[config.mk]
export PLATFORM = sky130hd
export DESIGN_NAME = refresh_scheduler
export DESIGN_NICKNAME = d
export VERILOG_FILES = /design/src/rtl/refsched_pkg.sv /design/src/rtl/refsched_interval.sv /design/src/rtl/refsched_backlog.sv /design/src/rtl/refsched_holdoff.sv /design/src/rtl/refresh_scheduler.sv
export SDC_FILE = /design/constraint.sdc
export NUM_CORES = 1
export LEC_CHECK = 0
export BUFFER_PORTS_ARGS = -buffer_cell sky130_fd_sc_hd__buf_2
export CORE_MARGIN = 4
export CORE_UTILIZATION = 57
export DETAILED_ROUTE_END_ITERATION = 8
export GPL_ROUTABILITY_DRIVEN = 1
export HOLD_SLACK_MARGIN = 0.12
export PLACE_DENSITY = 0.78
export SETUP_SLACK_MARGIN = 0.5
export SLEW_MARGIN = 20
export SYNTH_ARGS = -nofsm -noshare
export SYNTH_HDL_FRONTEND = slang
export SYNTH_SLANG_ARGS = --single-unit
[constraint.sdc]
create_clock -name clk -period 2.5 [get_ports clk]
set_input_delay 0.5 -clock clk [delete_from_list [all_inputs] [get_ports clk]]
set_output_delay 0.5 -clock clk [all_outputs]
set_load 0.05 [all_outputs]
[src/rtl/refsched_pkg.sv]
package refsched_pkg;

  typedef enum logic {
    KIND_AUTO = 1'b0,
    KIND_SELF = 1'b1
  } req_kind_e;

  typedef enum logic [1:0] {
    ST_RUN  = 2'd0,
    ST_SELF = 2'd1,
    ST_EXIT = 2'd2
  } sched_state_e;

endpackage

[src/rtl/refsched_interval.sv]
module refsched_interval #(
  parameter int REF_INTERVAL = 3120,
  localparam int CNT_W = $clog2(REF_INTERVAL)
) (
  input  logic clk,
  input  logic rst_n,
  input  logic en,
  output logic tick
);
  logic [CNT_W-1:0] cnt_q;
  logic             at_end;

  assign at_end = (cnt_q == CNT_W'(REF_INTERVAL - 1));
  assign tick   = en & at_end;

  always_ff @(posedge clk) begin
    if (!rst_n || !en || at_end) cnt_q <= '0;
    else                         cnt_q <= cnt_q + 1'b1;
  end
endmodule

[src/rtl/refsched_backlog.sv]
module refsched_backlog #(
  parameter int MAX_OWED = 8,
  localparam int OWE_W = $clog2(MAX_OWED + 1)
) (
  input  logic             clk,
  input  logic             rst_n,
  input  logic             inc,
  input  logic             dec,
  input  logic             clr,
  output logic [OWE_W-1:0] count,
  output logic             full
);
  logic [OWE_W-1:0] count_q;
  logic             empty;

  assign full  = (count_q == OWE_W'(MAX_OWED));
  assign empty = (count_q == '0);
  assign count = count_q;

  always_ff @(posedge clk) begin
    if (!rst_n || clr) begin
      count_q <= '0;
    end else begin
      unique case ({inc, dec && !empty})
        2'b10:   if (!full) count_q <= count_q + 1'b1;
        2'b01:   count_q <= count_q - 1'b1;
        default: count_q <= count_q;
      endcase
    end
  end
endmodule

[src/rtl/refsched_holdoff.sv]
module refsched_holdoff #(
  parameter int TRRC_CLK = 14,
  localparam int HOLD_W = $clog2(TRRC_CLK + 1)
) (
  input  logic clk,
  input  logic rst_n,
  input  logic load,
  output logic busy
);
  logic [HOLD_W-1:0] left_q;

  assign busy = (left_q != '0);

  always_ff @(posedge clk) begin
    if (!rst_n)    left_q <= '0;
    else if (load) left_q <= HOLD_W'(TRRC_CLK);
    else if (busy) left_q <= left_q - 1'b1;
  end
endmodule

[src/rtl/refresh_scheduler.sv]
module refresh_scheduler
  import refsched_pkg::*;
#(
  parameter int REF_INTERVAL = 3120,
  parameter int MAX_OWED     = 8,
  parameter int TRRC_CLK     = 14,
  localparam int OWE_W = $clog2(MAX_OWED + 1)
) (
  input  logic             clk,
  input  logic             rst_n,
  input  logic             sr_req,
  input  logic             req_ready,
  output logic             req_valid,
  output logic             req_kind,
  output logic             cke,
  output logic             cmd_hold,
  output logic [OWE_W-1:0] backlog,
  output logic             urgent
);
  sched_state_e state_q;
  req_kind_e    kind_q;
  logic         vld_q;
  logic         cke_q;

  logic xfer, xfer_auto, xfer_self;
  logic tick, hold_busy, hold_load;
  logic owed, can_offer, want_auto, want_self;
  logic [OWE_W-1:0] owed_cnt;

  assign xfer      = vld_q & req_ready;
  assign xfer_auto = xfer & (kind_q == KIND_AUTO);
  assign xfer_self = xfer & (kind_q == KIND_SELF);

  refsched_interval #(.REF_INTERVAL(REF_INTERVAL)) u_interval (
    .clk   (clk),
    .rst_n (rst_n),
    .en    (state_q == ST_RUN),
    .tick  (tick)
  );

  refsched_backlog #(.MAX_OWED(MAX_OWED)) u_backlog (
    .clk   (clk),
    .rst_n (rst_n),
    .inc   (tick),
    .dec   (xfer_auto),
    .clr   (xfer_self),
    .count (owed_cnt),
    .full  (urgent)
  );

  assign hold_load = xfer_auto | ((state_q == ST_SELF) & ~sr_req);

  refsched_holdoff #(.TRRC_CLK(TRRC_CLK)) u_holdoff (
    .clk   (clk),
    .rst_n (rst_n),
    .load  (hold_load),
    .busy  (hold_busy)
  );

  assign owed      = (owed_cnt != '0);
  assign can_offer = (state_q == ST_RUN) & ~hold_busy & ~vld_q;
  assign want_auto = owed;
  assign want_self = sr_req & ~owed;

  // request register: loads once, holds until transfer
  always_ff @(posedge clk) begin
    if (!rst_n) begin
      vld_q  <= 1'b0;
      kind_q <= KIND_AUTO;
    end else if (xfer) begin
      vld_q  <= 1'b0;
    end else if (can_offer && (want_auto || want_self)) begin
      vld_q  <= 1'b1;
      kind_q <= want_auto ? KIND_AUTO : KIND_SELF;
    end
  end

  // self-refresh sequencing of clock enable
  always_ff @(posedge clk) begin
    if (!rst_n) begin
      state_q <= ST_RUN;
      cke_q   <= 1'b1;
    end else begin
      unique case (state_q)
        ST_RUN:  if (xfer_self) begin
                   state_q <= ST_SELF;
                   cke_q   <= 1'b0;
                 end
        ST_SELF: if (!sr_req) begin
                   state_q <= ST_EXIT;
                   cke_q   <= 1'b1;
                 end
        ST_EXIT: if (!hold_busy) state_q <= ST_RUN;
        default: state_q <= ST_RUN;
      endcase
    end
  end

  assign req_valid = vld_q;
  assign req_kind  = kind_q;
  assign cke       = cke_q;
  assign cmd_hold  = (state_q != ST_RUN);
  assign backlog   = owed_cnt;
endmodule

==> run metrics, run 1 <==
status complete, no violations; fin crit share 0.7708; Syn. warnings 0; Synth area leaders dfxtp_1 (40%), mux2i_1 (5.6%), xor2_1 (5.6%), nor2_2 (4.0%), a21oi_1 (3.6%); grt ovf 0; final cell count without fillers 181; P_int 0.5516 mW; drt via density 5.796; Pleak 0.5874 nW; Synth Area per Inst 9.148 um2; first-pass iteration count of the detailed router 4; Cell Area, Synth 0.001262 mm2; largest family of logic cells by synthesized area simple AND/OR/NAND/NOR gates; Setup crit end kind register; highest clock rate 518.9 MHz; layout cells sized above 1 0.3052; worst reg-to-reg path cell count 10; FILL cells 170; Sequential Power Share 0.568; DP Cell Count 173; R2R Setup Slk 570 ps; Compound-Gate Fraction of Synth Area 0.09316; post-route ant nets 0; CTS tree yes; Root Buffer clkbuf_4; met2 Track Usage GR 0.3012; clk buf depth 2; post-synthesis cell count 138; Mapped Nets 144; largest net degree at the start of global routing 15; Gate power share 0.208; Layout Utilization 0.7077; initial DRC count 14; clock share of power 0.224; Pwr Total 0.8027 mW; WP data required 2730 ps; drt drc 0; Worst Skew 10.65 ps; Initial Util 0.6183; Slew HR 0.7395; register bit total from synthesis 25; hold path cells 2; RSZ-0062 raised after global routing yes; M3 GR Usage 0.04558; count of final setup violators 0; CTS H-Tree Depth 1; cts bufs inserted 3; drt total wl 2.449 mm; hpwl dp 1.765 mm; Fin Hold WS 366.2 ps; Final WS setup 572.9 ps; CP Max Fanout 3; die height 55.06 um; pwr dens 555.4 mW/mm2; post-synthesis cell type count 40; sequential area share after synthesis 0.3964; antenna fix cells 0; share of the synthesized area in the top cell type 0.3964; post-synthesis mux area share 0.05550; post-place instance area 0.001356 mm2; initial antenna violation count 0; simple-gate share of the synthesized area 0.3320; Max Cap Violations 0; routability cong. 0.7733; worst min path class input pin to register; commonest non-fill, non-tap cell in the layout dfxtp_1; adder-cell share of the synthesized area 0.01982; vias in the first global route 920; finished layout cell area 0.001445 mm2; Hold EP cke; total negative setup slack 0 ps; row count 16; Psw 0.2511 mW; Synth area leader dfxtp_1; Synth Area in XOR/XNOR 0.06938; reg2reg end u_backlog.count[2]; Slew Limit Fails 0; Area growth, synth to finish 14.47%; Core ar. 0.002042 mm2; CTS clk-pin slew, worst paths 140 ps; fin crit period 1927 ps; GR peak layer met2; grt met1 use 0.2167; drt wl/cell 13.53 um; clock sinks 25; CP arrival 2160 ps; switching share of power 0.3129; critical path class register to register; DP Worst Slack 332.3 ps; reg2reg start u_interval.cnt_q[0]; Worst setup SP type register; input/output buffers 12; Hold Startpoint rst_n; worst-margin pin slew 387.6 ps; worst-skew pair later-pin latency 320 ps; most frequent cells in the layout dfxtp_1 (19), buf_2 (12), nand2_1 (10); Total Nets Final 161; die width 55.06 um; Final Hold Fails 0; total global-route track usage 0.1793; vias 1049; die area 0.003032 mm2; first-pass GRT wire length 3.939 mm; # IOs 13; maximum vdd ir drop 0.5567 mV
## layout make-up
type | count | area, um2 | share of cell area
Clock buffer | 3 | 22.52 | 0.01558
Clock inverter | 1 | 5.005 | 0.003463
Inverter | 4 | 15.01 | 0.01039
Multi-Input combinational cell | 105 | 770.7 | 0.5333
Sequential cell | 25 | 508.0 | 0.3515
Tap cell | 27 | 33.78 | 0.02338
Timing Repair Buffer | 16 | 90.09 | 0.06234
## power groups by stage
| stage | Sequential [mW] | Clock, mW | Combinational [mW] |
|---|---|---|---|
| after floorplan | 0.486 | 0 | 0.105 |
| after global placement | 0.459 | 0 | 0.159 |
| after detailed placement | 0.461 | 0 | 0.164 |
| after CTS | 0.453 | 0.186 | 0.165 |
| after global routing | 0.460 | 0.202 | 0.185 |
| final | 0.456 | 0.180 | 0.167 |
## sequential cells by signal (all words and copies together) (netlist names)
| register | count |
|---|---|
| u_holdoff.left_q | 4 |
| req_kind | 1 |
| req_valid | 1 |
| u_interval.cnt_q | 12 |
| u_backlog.count | 4 |
| state_q | 2 |
| cke | 1 |
## timing repair
| item | CTS | global route |
|---|---|---|
| endpoints found under the hold margin | 0 | 0 |
| setup endpoints to repair | 1 | 1 |
| hold buffers | 0 | 0 |
| gates resized for setup | 5 | 4 |
| setup buffers | 1 | 3 |
| pin swaps | 1 | 1 |
## Yosys cell counts
cell type	count
or2_1	1
xor2_1	8
o21a_1	1
buf_4	1
o21ai_0	5
nand2b_1	4
nor2_1	7
inv_1	4
and4b_1	2
buf_2	1
or4_4	1
or3_1	2
nor4b_2	2
dfxtp_1	25
and2_1	2
nor2b_1	2
o31ai_1	1
xnor2_1	2
nor3_1	4
nor2_2	8
nand3_1	5
and4_1	2
a211oi_1	1
nor3_4	1
mux2i_1	7
nand4_1	3
buf_6	1
or3_4	1
nand2_1	10
nor4_1	2
buf_1	1
and4_4	1
a211oi_2	1
and3_1	3
a31oi_1	1
and3b_1	1
nand3b_1	2
a21oi_1	9
ha_1	2
o22ai_1	1
## worst max path at each step
stage                                    from  depth (start not counted)                  to  slack [ps]
after floorplan            u_backlog.count[3]                          4  u_backlog.count[1]         490
after global placement    u_interval.cnt_q[0]                         10  u_backlog.count[2]         460
after detailed placement  u_interval.cnt_q[0]                         10  u_backlog.count[2]         330
after CTS                 u_interval.cnt_q[0]                         10  u_backlog.count[2]         510
after global routing      u_interval.cnt_q[0]                         10  u_backlog.count[2]         460
final                     u_interval.cnt_q[0]                         10  u_backlog.count[2]         570
## worst max-delay path, stage by stage, from the launching register on
cell and delay (ps):
dfxtp_2 390, ha_4 150, and4_4 230, and4_4 220
nor3_2 40, xor2_1 180, ha_2 210, inv_1 50
a211oi_2 140, mux2i_1 120, mux2i_1 130
## cell families after synthesis
group           count (synthesis)
simple gates                   66
mux                             7
compound gates                 20
flops                          25
fa+ha+maj                       2
buf+inv                         8
xor+xnor                       10
## layer usage
metal	wire length [um]	vias up
met5	0	-
met2	1230	27
met1	1044	487
met3	103	9
met4	70	0
li1	-	526
Note: power is estimated with default switching activity, not from simulation.
==> run 2, diff against run 1 <==
Settings changed: ABC_AREA set to 1, PLACE_DENSITY 0.78 to 0.77.
Clock period 2.5 ns to 2 ns, I/O delays scaled along.
==> run 2 against run 1 <==
  * Final area grew 15%
  * Synthesized cell count grew 27%
  * Clock-buffer cell count is the same
  * Combinational power grew 80%
  * Sequential share of layout area shrank 2.9 points
  * Flip-flop and latch count is the same
  * Worst setup slack lost 480 ps
  * Critical path depth grew 6
  * Critical endpoint unchanged
  * Largest cell class unchanged
==> run metrics, run 2 <==
status complete, no violations; post-synthesis cell type count 28; Pwr Total 1.119 mW; RSZ-0062 raised after global routing yes; drt via density 5.279; sequential area share after synthesis 0.3906; Total Nets Final 209; maximum vdd ir drop 0.5507 mV; worst-margin pin slew 338.6 ps; Core ar. 0.002042 mm2; worst reg-to-reg path cell count 16; commonest non-fill, non-tap cell in the layout nand2_1; vias 1209; reg2reg end u_backlog.count[2]; Final Hold Fails 0; WP data required 2270 ps; post-route ant nets 0; CP arrival 2180 ps; register bit total from synthesis 25; Max Used Layer met4; fin crit period 1909 ps; die area 0.003070 mm2; DP Cell Count 214; DRT met1 WL 1.247 mm; Layout Utilization 0.8119; highest clock rate 523.9 MHz; count of final setup violators 0; Root Buffer clkbuf_4; hpwl dp 1.907 mm; Synth area leaders dfxtp_1 (39%), inv_1 (7.9%), nand2_1 (7.6%), a21oi_1 (5.5%), nand3_1 (5.5%); total global-route track usage 0.1865; crit path from u_interval.cnt_q[6]; grt ovf 0; most frequent cell after synthesis inv_1; met3 routed WL 86 um; first-pass GRT wire length 4.733 mm; clk buf depth 2; post-synthesis cell count 175; Setup crit end kind register; # IOs 13; initial antenna violation count 0; layout cells sized above 1 0.4604; drt wl/cell 12.80 um; Area growth, synth to finish 29.39%; worst-skew pair later-pin latency 330 ps; largest net degree at the start of global routing 16; Slew HR 0.7719; Synth area leader dfxtp_1; fin crit share 0.9545; CP Max Fanout 4; finished layout cell area 0.001658 mm2; critical path class register to register; Initial Util 0.6275; die width 55.41 um; CTS tree yes; worst min path class input pin to register; antenna fix cells 0; Worst setup SP type register; reg2reg start u_interval.cnt_q[6]; drt total wl 2.932 mm; Slew Limit Fails 0; Max Cap Violations 0; most frequent cells in the layout nand2_1 (24), inv_1 (20), inv_2 (13), a21oi_1 (13), nand3_1 (12); Post-synth top cells inv_1 (27), nand2_1 (26), dfxtp_1 (25), nor2_1 (16); Cell Area, Synth 0.001281 mm2; share of the synthesized area in the top cell type 0.3906; Mapped Nets 181; R2R Setup Slk 90 ps; Post-synth top flop dfxtp_1; cts bufs inserted 3; Pleak 0.7099 nW; drt drc 0; input/output buffers 12; routability cong. 0.8261; Fin Hold WS 340.8 ps; final cell count without fillers 229; Syn. warnings 0; Worst Skew 8.445 ps; max reg flops 12; metal2 WL 1.524 mm; clock sinks 25; CTS clk-pin slew, worst paths 140 ps; Synth Area per Inst 7.321 um2; pwr dens 675.3 mW/mm2; Post-synth EDFFs 0; post-place instance area 0.001428 mm2; die height 55.41 um; Worst setup endpoint u_backlog.count[2]; CTS H-Tree Depth 1; initial DRC count 26; vias in the first global route 1173; first-pass iteration count of the detailed router 4; row count 16; ys async rst share 0; Top reg by flops u_interval.cnt_q
==> run 2: cell types whose count changed in the layout (fill, tap and decap cells not counted), sizes merged, moves of 6 or more <==
| cell | before | now |
|---|---|---|
| inv | 4 | 35 |
| nand3 | 5 | 19 |
| buf | 16 | 22 |
| xor2 | 8 | 1 |
| nand2 | 10 | 34 |
| a21oi | 9 | 15 |
| mux2i | 7 | 0 |
==> run 2: how the worst min path moves through the flow <==
stage,start,end,slack [ps],cells after the start
4_1_cts,rst_n,cke,320,2
2_1_floorplan,u_interval.cnt_q[0],u_interval.cnt_q[0],420,1
3_5_place_dp,u_interval.cnt_q[0],u_interval.cnt_q[0],430,1
6_report,req_ready,req_valid,340,4
5_1_grt,req_ready,req_valid,320,4
3_3_place_gp,u_interval.cnt_q[0],u_interval.cnt_q[0],430,1
==> run 2: metal layers <==
metal  vias up  track usage
li1        613            -
met3         8      0.03263
met2        26       0.3446
met4         0      0.07986
met1       562       0.2057
met5         -            0
==> run 2: metrics by stage <==
step                TNS, ps  setup slack [ps]
detailed placement        0             168.5
CTS                       0             224.1
finish                    0             91.09
floorplan                 0             290.4
global route         -96.01            -96.01
global placement          0             233.5
==> run 2: layout make-up <==
type,instances,area (um2)
multi-input cells,116,759.5
inverters,34,130.1
clock buffers,3,22.52
fillers,136,384.1
clock inverters,1,6.256
well taps,27,33.78
flip-flops and latches,25,534.3
repair buffers,23,171.4
==> run 2: worst max-delay path: stages (launching register included) <==
cell     delay, ps
dfxtp_1        370
nor2_2         160
nand2_1         90
nor2_2         120
nand3_2        120
nand2_4        110
nand2_4         60
nand2_2         60
inv_2           50
ha_4           140
inv_2           40
nand2_1         60
xnor2_1        160
nand2_1         70
o21ai_1         90
nand3_1         90
inv_1           50
==> run 2: cells by family (layout without fill, tap and decap cells) <==
family	after synthesis	count (layout)	share of synthesized area
flops	25	25	0.3906
buf+inv	34	61	0.09962
simple gates	80	80	0.3330
compound gates	31	31	0.1367
xor+xnor	3	3	0.02051
fa+ha+maj	2	2	0.01953
==> run 2: where the power goes <==
group,switching (mW),internal [mW]
logic,0.189,0.111
registers,0.0424,0.541
clock network,0.158,0.0780
total,0.389,0.730
==> run 2: timing repair <==
action                     in CTS  in global routing
setup endpoints to repair      10                 19
buffers inserted                6                  5
hold buffers                    0                  0
pin swaps                       3                 10
gates resized for setup        17                 27
==> run 3, diff against run 2 <==
Settings changed: RECOVER_POWER set to 100.
==> run 3 against run 2 <==
  * Clock-buffer cell count stayed put
  * Utilization is 1.6 points lower
  * First-iteration DRC count is 3.8% higher
  * Register-to-register slack hardly changed
  * Worst hold slack better by 1.3 ps
  * Sequential power hardly changed
  * Final area is 2.0% lower
  * Final cell count stayed put
  * Power is 0.30% lower
  * Global-route usage stayed put
  * Die area stayed put
  * Maximum frequency is 0.33% higher
==> run metrics, run 3 (synthesis results as in run 2) <==
critical path class register to register; finished layout cell area 0.001625 mm2; total global-route track usage 0.1865; Root Buffer clkbuf_4; post-route ant nets 0; hpwl dp 1.907 mm; Area growth, synth to finish 26.86%; vias in the first global route 1173; drt total wl 2.925 mm; Pleak 0.6910 nW; drt via density 5.275; CTS tree yes; die width 55.41 um; die area 0.003070 mm2; Worst Skew 4.053 ps; initial DRC count 27; input/output buffers 12; Total Nets Final 209; clk buf depth 2; routability cong. 0.8261; CP Max Fanout 6; post-place instance area 0.001428 mm2; cts bufs inserted 3; vias 1208; pwr dens 686.7 mW/mm2; crit path from u_interval.cnt_q[8]; Fin Hold WS 342.1 ps; reg2reg end u_backlog.count[2]; WP data required 2280 ps; worst reg-to-reg path cell count 16; antenna fix cells 0; Worst setup SP type register; largest net degree at the start of global routing 16; CP arrival 2180 ps; max reg flops 12; Setup crit end kind register; worst-margin pin slew 596.6 ps; initial antenna violation count 0; reg2reg start u_interval.cnt_q[8]; first-pass iteration count of the detailed router 4; CTS H-Tree Depth 1; grt ovf 0; Layout Utilization 0.7960; die height 55.41 um; most frequent cells in the layout nand2_1 (25), inv_1 (21), a21oi_1 (13); Worst setup endpoint u_backlog.count[2]; total negative setup slack 0 ps; first-pass GRT wire length 4.733 mm; # IOs 13; DP Cell Count 214; Max Cap Violations 0; Initial Util 0.6275; fin crit period 1903 ps; # hold bufs at CTS 0; Slew HR 0.6040; clock sinks 25; RSZ-0062 raised after global routing yes; status complete, no violations; highest clock rate 525.6 MHz; Core ar. 0.002042 mm2; final cell count without fillers 229; CTS clk-pin slew, worst paths 140 ps; R2R Setup Slk 100 ps; Slew Limit Fails 0; Top reg by flops u_interval.cnt_q; worst-skew pair later-pin latency 330 ps; commonest non-fill, non-tap cell in the layout nand2_1; drt wl/cell 12.77 um; layout cells sized above 1 0.3911; Final Hold Fails 0; row count 16; drt drc 0; fin crit share 0.9513; count of final setup violators 0; worst min path class input pin to register; maximum vdd ir drop 0.5563 mV; FILL cells 151
==> run 3: worst min path at each step <==
stage	cells past startpoint	from	slack (ps)	end
5_1_grt	2	rst_n	330	cke
6_report	3	rst_n	340	u_backlog.count[2]
4_1_cts	2	rst_n	320	cke
2_1_floorplan	1	u_interval.cnt_q[0]	420	u_interval.cnt_q[0]
3_5_place_dp	1	u_interval.cnt_q[0]	430	u_interval.cnt_q[0]
3_3_place_gp	1	u_interval.cnt_q[0]	430	u_interval.cnt_q[0]
==> run 3: layout make-up <==
class | count | area (um2) | share of cell area
clock buffers | 3 | 22.52 | 0.01386
flip-flops and latches | 25 | 531.8 | 0.3272
multi-input cells | 116 | 757.0 | 0.4657
clock inverters | 1 | 6.256 | 0.003849
inverters | 34 | 130.1 | 0.08006
well taps | 27 | 33.78 | 0.02079
repair buffers | 23 | 143.9 | 0.08853
==> run 3: stage by stage <==
stage / setup WS [ps] / total power [mW]
global route: -99.23 / 1.178
CTS: 224.1 / 1.052
finish: 97.44 / 1.116
detailed placement: 168.5 / 0.8161
floorplan: 290.4 / 0.7639
global placement: 233.5 / 0.8050
==> run 3: worst max-delay path: stages (launching register included) <==
cell,delay (ps)
dfxtp_2,380
nor2_2,150
nand2_1,90
nor2_2,120
nand3_2,120
nand2_4,110
nand2_4,60
nand2_2,60
inv_2,50
ha_4,140
inv_2,40
nand2_1,60
xnor2_1,170
nand2_1,70
o21ai_1,90
nand3_1,90
inv_1,50
==> run 3: power breakdown <==
group          leakage, nW  internal (mW)  switching, mW  total (mW)
combinational        0.462          0.106          0.188       0.294
clock               0.0183         0.0781          0.162       0.240
sequential           0.210          0.539         0.0430       0.582
==> run 3: what timing repair did <==
| action | CTS | global route |
|---|---|---|
| endpoints found under the hold margin | 0 | 0 |
| gates resized for setup | 17 | 27 |
| endpoints found under the setup margin | 10 | 19 |
| cloned | 0 | 0 |
| pin swaps | 3 | 10 |
| setup buffers | 6 | 5 |
==> run 3: layer usage <==
layer  wire (um)  up-vias  GRT usage
met5           0        -          0
met4          58        0    0.07986
met3          79        6    0.03263
met2        1541       24     0.3446
met1        1246      565     0.2057
li1            -      613          -
